--- config.mk ---
export PLATFORM = sky130hd
export DESIGN_NAME = rst_cause_capture
export DESIGN_NICKNAME = d
export VERILOG_FILES = /design/src/rtl/rcc_pkg.sv /design/src/rtl/rcc_prio_arb.sv /design/src/rtl/rcc_cause_reg.sv /design/src/rtl/rcc_dom_seq.sv /design/src/rtl/rst_cause_capture.sv
export SDC_FILE = /design/constraint.sdc
export NUM_CORES = 1
export LEC_CHECK = 0
export ABC_CLOCK_PERIOD_IN_PS = 2900
export BUFFER_PORTS_ARGS = -buffer_cell sky130_fd_sc_hd__buf_4
export CAP_MARGIN = 40
export CORE_MARGIN = 5
export CORE_UTILIZATION = 50
export DETAILED_ROUTE_END_ITERATION = 10
export PLACE_DENSITY_LB_ADDON = 0.3
export SETUP_SLACK_MARGIN = 0.15
export SYNTH_ARGS = -nofsm -noshare
export SYNTH_HDL_FRONTEND = slang
export SYNTH_SLANG_ARGS = --single-unit
--- constraint.sdc ---
create_clock -name clk -period 2.9 [get_ports clk]
set_clock_uncertainty 0.1 [all_clocks]
set_input_delay 0.29 -clock clk [delete_from_list [all_inputs] [get_ports clk]]
set_output_delay 0.29 -clock clk [all_outputs]
set_load 0.01 [all_outputs]
--- src/rtl/rcc_pkg.sv ---
package rcc_pkg;

   localparam int CODE_W = 5;
   localparam int NCAUSE = 1 << CODE_W;
   localparam int NDOM   = 5;

   typedef enum logic [2:0] {
      LVL_NONE = 3'd0,
      LVL_POR  = 3'd1,
      LVL_BOR  = 3'd2,
      LVL_BOOT = 3'd3,
      LVL_SYS  = 3'd4,
      LVL_CPU  = 3'd5
   } lvl_e;

   function automatic logic cause_legal(input logic [CODE_W-1:0] c);
      case (c)
         5'd1, 5'd2, 5'd3, 5'd4, 5'd5,
         5'd8, 5'd9, 5'd12, 5'd13, 5'd14,
         5'd16, 5'd17, 5'd20, 5'd21, 5'd26, 5'd27,
         5'd28, 5'd29: cause_legal = 1'b1;
         default:      cause_legal = 1'b0;
      endcase
   endfunction

   function automatic logic [NCAUSE-1:0] legal_vec();
      logic [NCAUSE-1:0] v;
      for (int i = 0; i < NCAUSE; i++) v[i] = cause_legal(CODE_W'(i));
      return v;
   endfunction

   function automatic lvl_e cause_level(input logic [CODE_W-1:0] c);
      if (c == '0)        return LVL_NONE;
      else if (c < 5'd4)  return LVL_POR;
      else if (c < 5'd8)  return LVL_BOR;
      else if (c < 5'd16) return LVL_BOOT;
      else if (c < 5'd28) return LVL_SYS;
      else                return LVL_CPU;
   endfunction

   // domain d is hit by codes strictly below its limit
   function automatic logic [CODE_W:0] dom_limit(input int d);
      case (d)
         0:       dom_limit = 6'd32;
         1:       dom_limit = 6'd28;
         2:       dom_limit = 6'd16;
         3:       dom_limit = 6'd8;
         default: dom_limit = 6'd4;
      endcase
   endfunction

endpackage

--- src/rtl/rcc_prio_arb.sv ---
module rcc_prio_arb
   import rcc_pkg::*;
#(
   parameter int N   = NCAUSE,
   parameter int IDX_W = $clog2(N)
) (
   input  logic             clk,
   input  logic             rst_n,
   input  logic [N-1:0]     req,
   input  logic [N-1:0]     legal,
   output logic             win_vld,
   output logic [IDX_W-1:0] win_idx
);

   logic [N-1:0] qual;

   genvar g;
   generate
      for (g = 0; g < N; g++) begin : g_qual
         assign qual[g] = req[g] & legal[g];
      end
   endgenerate

   always_comb begin
      win_vld = 1'b0;
      win_idx = '0;
      for (int i = N - 1; i >= 0; i--) begin
         if (qual[i]) begin
            win_vld = 1'b1;
            win_idx = IDX_W'(i);
         end
      end
   end

   logic [N-1:0] below_win;
   assign below_win = (N'(1) << win_idx) - N'(1);

   // the winner is a qualified request with no qualified request below it
   a_r3_lowest_wins: assert property (@(posedge clk) disable iff (!rst_n)
      win_vld |-> (qual[win_idx] && ((qual & below_win) == '0)));

   a_r4_silent_when_none: assert property (@(posedge clk) disable iff (!rst_n)
      (qual == '0) |-> !win_vld);

endmodule

--- src/rtl/rcc_cause_reg.sv ---
module rcc_cause_reg
   import rcc_pkg::*;
#(
   parameter int W = CODE_W,
   parameter logic [(1<<W)-1:0] LEGAL = '1
) (
   input  logic         clk,
   input  logic         rst_n,
   input  logic         win_vld,
   input  logic [W-1:0] win_code,
   input  logic         rd_en,
   output logic [W-1:0] code_q
);

   logic take_new;

   always_comb begin
      take_new = 1'b0;
      if (win_vld) begin
         if (rd_en || code_q == '0 || win_code < code_q) take_new = 1'b1;
      end
   end

   always_ff @(posedge clk or negedge rst_n) begin
      if (!rst_n)        code_q <= '0;
      else if (take_new) code_q <= win_code;
      else if (rd_en)    code_q <= '0;
   end

   a_r2_clear_on_read: assert property (@(posedge clk) disable iff (!rst_n)
      (rd_en && !win_vld) |=> (code_q == '0));

   a_r6_capture_beats_read: assert property (@(posedge clk) disable iff (!rst_n)
      (rd_en && win_vld) |=> (code_q == $past(win_code)));

   a_r5_keep_deepest: assert property (@(posedge clk) disable iff (!rst_n)
      (!rd_en && code_q != '0) |=> (code_q != '0 && code_q <= $past(code_q)));

   a_r4_only_legal: assert property (@(posedge clk) disable iff (!rst_n)
      (code_q == '0) || LEGAL[code_q]);

endmodule

--- src/rtl/rcc_dom_seq.sv ---
module rcc_dom_seq #(
   parameter int ND       = 5,
   parameter int HOLD_CYC = 16,
   parameter int CNT_W    = $clog2(HOLD_CYC + 1)
) (
   input  logic          clk,
   input  logic          rst_n,
   input  logic          cap_vld,
   input  logic [ND-1:0] cap_mask,
   output logic [ND-1:0] dom_q
);

   logic [CNT_W-1:0] cnt_q;
   logic [ND-1:0]    top_bit;

   always_comb begin
      top_bit = '0;
      for (int i = 0; i < ND; i++) begin
         if (dom_q[i]) top_bit = ND'(1) << i;
      end
   end

   always_ff @(posedge clk or negedge rst_n) begin
      if (!rst_n) begin
         dom_q <= '0;
         cnt_q <= '0;
      end else if (cap_vld) begin
         dom_q <= dom_q | cap_mask;
         cnt_q <= CNT_W'(HOLD_CYC);
      end else if (cnt_q != '0) begin
         cnt_q <= cnt_q - CNT_W'(1);
      end else if (dom_q != '0) begin
         dom_q <= dom_q & ~top_bit;
      end
   end

   // a higher domain is never active without every lower one
   a_r8_nested: assert property (@(posedge clk) disable iff (!rst_n)
      ((dom_q >> 1) & ~dom_q) == '0);

   // at most one domain released per cycle
   a_r9_one_release: assert property (@(posedge clk) disable iff (!rst_n)
      (!cap_vld && dom_q != '0) |=> ($countones(dom_q) + 1 >= $countones($past(dom_q))));

   a_r10_capture_covers: assert property (@(posedge clk) disable iff (!rst_n)
      cap_vld |=> ((dom_q & $past(cap_mask)) == $past(cap_mask)));

endmodule

--- src/rtl/rst_cause_capture.sv ---
module rst_cause_capture
   import rcc_pkg::*;
#(
   parameter int CAUSE_W  = 5,
   parameter int HOLD_CYC = 16,
   localparam int NREQ    = 1 << CAUSE_W
) (
   input  logic               clk,
   input  logic               rst_n,
   input  logic [NREQ-1:0]    req_i,
   input  logic               rd_en_i,
   output logic [CAUSE_W-1:0] rd_data_o,
   output logic [2:0]         rd_level_o,
   output logic [NDOM-1:0]    dom_rst_o
);

   generate
      if (CAUSE_W != CODE_W) begin : g_bad_width
         $error("rst_cause_capture: CAUSE_W must equal the fixed code width");
      end
      if (HOLD_CYC < 1) begin : g_bad_hold
         $error("rst_cause_capture: HOLD_CYC must be at least 1");
      end
   endgenerate

   localparam logic [NREQ-1:0] LEGAL = legal_vec();

   logic               win_vld;
   logic [CAUSE_W-1:0] win_code;
   logic [CAUSE_W-1:0] code_q;
   logic [NDOM-1:0]    cap_mask;

   rcc_prio_arb #(.N(NREQ), .IDX_W(CAUSE_W)) u_arb (
      .clk     (clk),
      .rst_n   (rst_n),
      .req     (req_i),
      .legal   (LEGAL),
      .win_vld (win_vld),
      .win_idx (win_code)
   );

   rcc_cause_reg #(.W(CAUSE_W), .LEGAL(LEGAL)) u_reg (
      .clk      (clk),
      .rst_n    (rst_n),
      .win_vld  (win_vld),
      .win_code (win_code),
      .rd_en    (rd_en_i),
      .code_q   (code_q)
   );

   genvar d;
   generate
      for (d = 0; d < NDOM; d++) begin : g_dmask
         assign cap_mask[d] = ({1'b0, win_code} < dom_limit(d));
      end
   endgenerate

   rcc_dom_seq #(.ND(NDOM), .HOLD_CYC(HOLD_CYC)) u_seq (
      .clk      (clk),
      .rst_n    (rst_n),
      .cap_vld  (win_vld),
      .cap_mask (cap_mask),
      .dom_q    (dom_rst_o)
   );

   assign rd_data_o  = rd_en_i ? code_q : '0;
   assign rd_level_o = rd_en_i ? 3'(cause_level(code_q)) : 3'(LVL_NONE);

   a_r7_level_with_code: assert property (@(posedge clk) disable iff (!rst_n)
      rd_en_i |-> ((rd_data_o == '0) == (rd_level_o == 3'd0)));

   a_r9_cpu_last: assert property (@(posedge clk) disable iff (!rst_n)
      !dom_rst_o[0] |-> (dom_rst_o == '0));

endmodule

==> flow_metrics.env <==
export IMPL_status="complete, no violations"
export IMPL_ir_drop_uv=347
export IMPL_clockPowerShare_pct=23.7
export IMPL_combPwrFrac_pct=28.7
export IMPL_syn_num_nets=167
export IMPL_insertion_delay_ns=0.28
export IMPL_rsz0062_at_grt="false"
export IMPL_num_vias=1069
export IMPL_rows=16
export IMPL_finish_utilization_pct=68.9
export IMPL_insertedDiodeCount=0
export IMPL_setup_slack_ns=0.417
export IMPL_switchingPower_mw=0.145
export IMPL_root_buffer="clkbuf_4"
export IMPL_min_period_over_period_pct=85.6
export IMPL_p_seq_share_pct=47.6
export IMPL_worst_pin_slew_ns=0.414
export IMPL_grt_pass1_wl_microns=4200
export IMPL_dp_cells=186
export IMPL_cts_buffers=3
export IMPL_grt_max_degree=16
export IMPL_fin_tns_setup_ns=0
export IMPL_post_drt_wl_per_cell_microns=13.3
export IMPL_vias_per_cell=5.60
export IMPL_synthArstFlopShare_pct=100
export IMPL_cts_hold_buf=1
export IMPL_hold_viol_final=0
export IMPL_layout_drive_gt1_share_pct=29.3
export IMPL_synth_edf_count=0
export IMPL_dp_hpwl_microns=2100
export IMPL_cts_num_sinks=15
export IMPL_start_kind="primary input"
export IMPL_die_y_microns=56.3
export IMPL_rrSetupSlack_ns=0.82
export IMPL_synth_avg_cell_area_sq_um=8.42
export IMPL_cts_setup_buffers=0
export IMPL_dieArea_sq_mm=0.00316
export IMPL_path_clk_slew_ns=0.08
export IMPL_ctsLongestPathBuffers=2
export IMPL_crit_required_ns=3.02
export IMPL_power_internal_mw=0.344
export IMPL_grt_pass1_vias=993
export IMPL_grt_usage_pct=16.4
export IMPL_drc_errors=0
export IMPL_cts_max_level=1
export IMPL_cts_tree="built"
export IMPL_end_kind="flip-flop"
export IMPL_slew_headroom_pct=72.1
export IMPL_grt_ovfl_total=0
export IMPL_syn_area_sq_mm=0.00107
export IMPL_max_freq_mhz=403
export IMPL_yosysWarningCount=0
export IMPL_critPathKind="in -> reg"
export IMPL_synth_main_ff_cell="dfrtp_1"
export IMPL_final_nets=205
export IMPL_p_leak_nw=0.617
export IMPL_final_area_sq_mm=0.00138
export IMPL_synthCells=127
export IMPL_initial_core_util_pct=53.4
export IMPL_synth_seq_cells=15
export IMPL_critPathMaxFanout=7
export IMPL_finalCriticalPeriod_ns=2.48
export IMPL_io_buffers=33
export IMPL_drt_initial_drc_count=34
export IMPL_ant_nets=0
export IMPL_finalPower_mw=0.488
export IMPL_post_place_ws_ns=0.141
export IMPL_swShare_pct=29.7
export IMPL_finalSetupViolations=0
export IMPL_maxSlewViolCount=0
export IMPL_final_cell_mix="35 x buf_4, 19 x nor2_1, 15 x dfrtp_1"
export IMPL_hold_slack_ns=0.140
export IMPL_placed_cell_area_sq_mm=0.00134
export IMPL_p_per_area_mw_per_mm2=354
export IMPL_ios=48
export IMPL_critical_path_arrival_ns=2.60
export IMPL_antenna_found_initial=0
export IMPL_final_cells=191
export IMPL_hold_class="in -> reg"
export IMPL_cap_violations=0
export IMPL_gp_congestion=0.791
export IMPL_routed_wl_microns=2530
export IMPL_core_area_sq_mm=0.00200
export IMPL_ctsResizeCount=0
export IMPL_ys_seq_area_share_pct=35.1
export IMPL_firstDrtPassIters=4
export IMPL_ys_types=43
export IMPL_synthToLayoutAreaGrowth_pct=29.0
export IMPL_fp_dieW_microns=56.3
export IMPL_layout_commonest_cell="buf_4"
==> critical path, stage by stage <==
cell and delay, ns:
buf_4 0.12, nor4_2 0.29, nor2b_1 0.18, o2111ai_1 0.13
a21oi_1 0.26, ha_1 0.19, a21oi_1 0.06, o21a_1 0.19
a221oi_1 0.30, o21ai_2 0.18, a21oi_2 0.24, a22o_1 0.16
==> sequential cells by signal, summed over array words and instances (netlist names) <==
register,count
u_seq.dom_q,5
u_reg.code_q,5
u_seq.cnt_q,5
==> final cells by class <==
cell class / count / area, sq um
clock buffer: 4 / 26.3
fill: 166 / 622
inverter: 8 / 30.0
multi-input combinational: 101 / 642
sequential: 15 / 375
tap: 27 / 33.8
timing repair buffer: 36 / 273
==> power by group through the flow <==
stage / Clock, mW / Sequential (mW) / Combinational (mW)
after floorplan: 0 / 0.232 / 0.0796
after global routing: 0.130 / 0.235 / 0.154
final: 0.116 / 0.232 / 0.140
after global placement: 0 / 0.236 / 0.136
after detailed placement: 0 / 0.236 / 0.140
after CTS: 0.118 / 0.232 / 0.141
==> per-layer routing <==
layer,share of wire (%),up-vias,GRT usage [%]
met1,43,494,20.3
met3,7.7,2,4.82
met2,48,41,27.5
li1,-,532,-
met4,0.47,0,4.41
met5,0,-,0
==> synth_stat cells (2+ instances only) <==
master | instances | area [sq um]
a22o_1 | 4 | 35.0
nand3_1 | 3 | 15.0
inv_1 | 8 | 30.0
nor3b_1 | 2 | 15.0
ha_1 | 5 | 62.6
and2_1 | 7 | 43.8
or2_1 | 2 | 12.5
o31ai_1 | 2 | 15.0
nand2_1 | 11 | 41.3
a21oi_1 | 8 | 40.0
o21ai_0 | 3 | 15.0
nor2_1 | 19 | 71.3
dfrtp_1 | 15 | 375
nand2b_1 | 2 | 12.5
nor2b_1 | 2 | 12.5
o21ai_2 | 2 | 17.5
nor3_1 | 5 | 25.0
nor4_1 | 2 | 12.5
==> cell families after synthesis <==
family	share of synthesized area (%)
muxes	1.05
xor gates and xnor gates	0.819
buffers and inverters	4.91
DFF	35.1
adders and majority gates	5.85
AOI/OAI and AO/OA	23.5
and+or+nand+nor	28.8
==> final timing paths <==
check / from / end / depth (start not counted)
max: req_i[16] / u_reg.code_q[0]$_DFFE_PN0P_ / 12
min: req_i[1] / u_seq.dom_q[4]$_DFFE_PN0P_ / 3
max reg2reg: u_reg.code_q[4]$_DFFE_PN0P_ / u_reg.code_q[0]$_DFFE_PN0P_ / 8
min reg2reg: u_seq.cnt_q[4]$_DFFE_PN0P_ / u_seq.cnt_q[4]$_DFFE_PN0P_ / 1
max in group asynchronous: rst_n / u_seq.dom_q[3]$_DFFE_PN0P_ / 2
min in group asynchronous: rst_n / u_reg.code_q[3]$_DFFE_PN0P_ / 2
No activity file was read; power rests on OpenSTA's default activity.
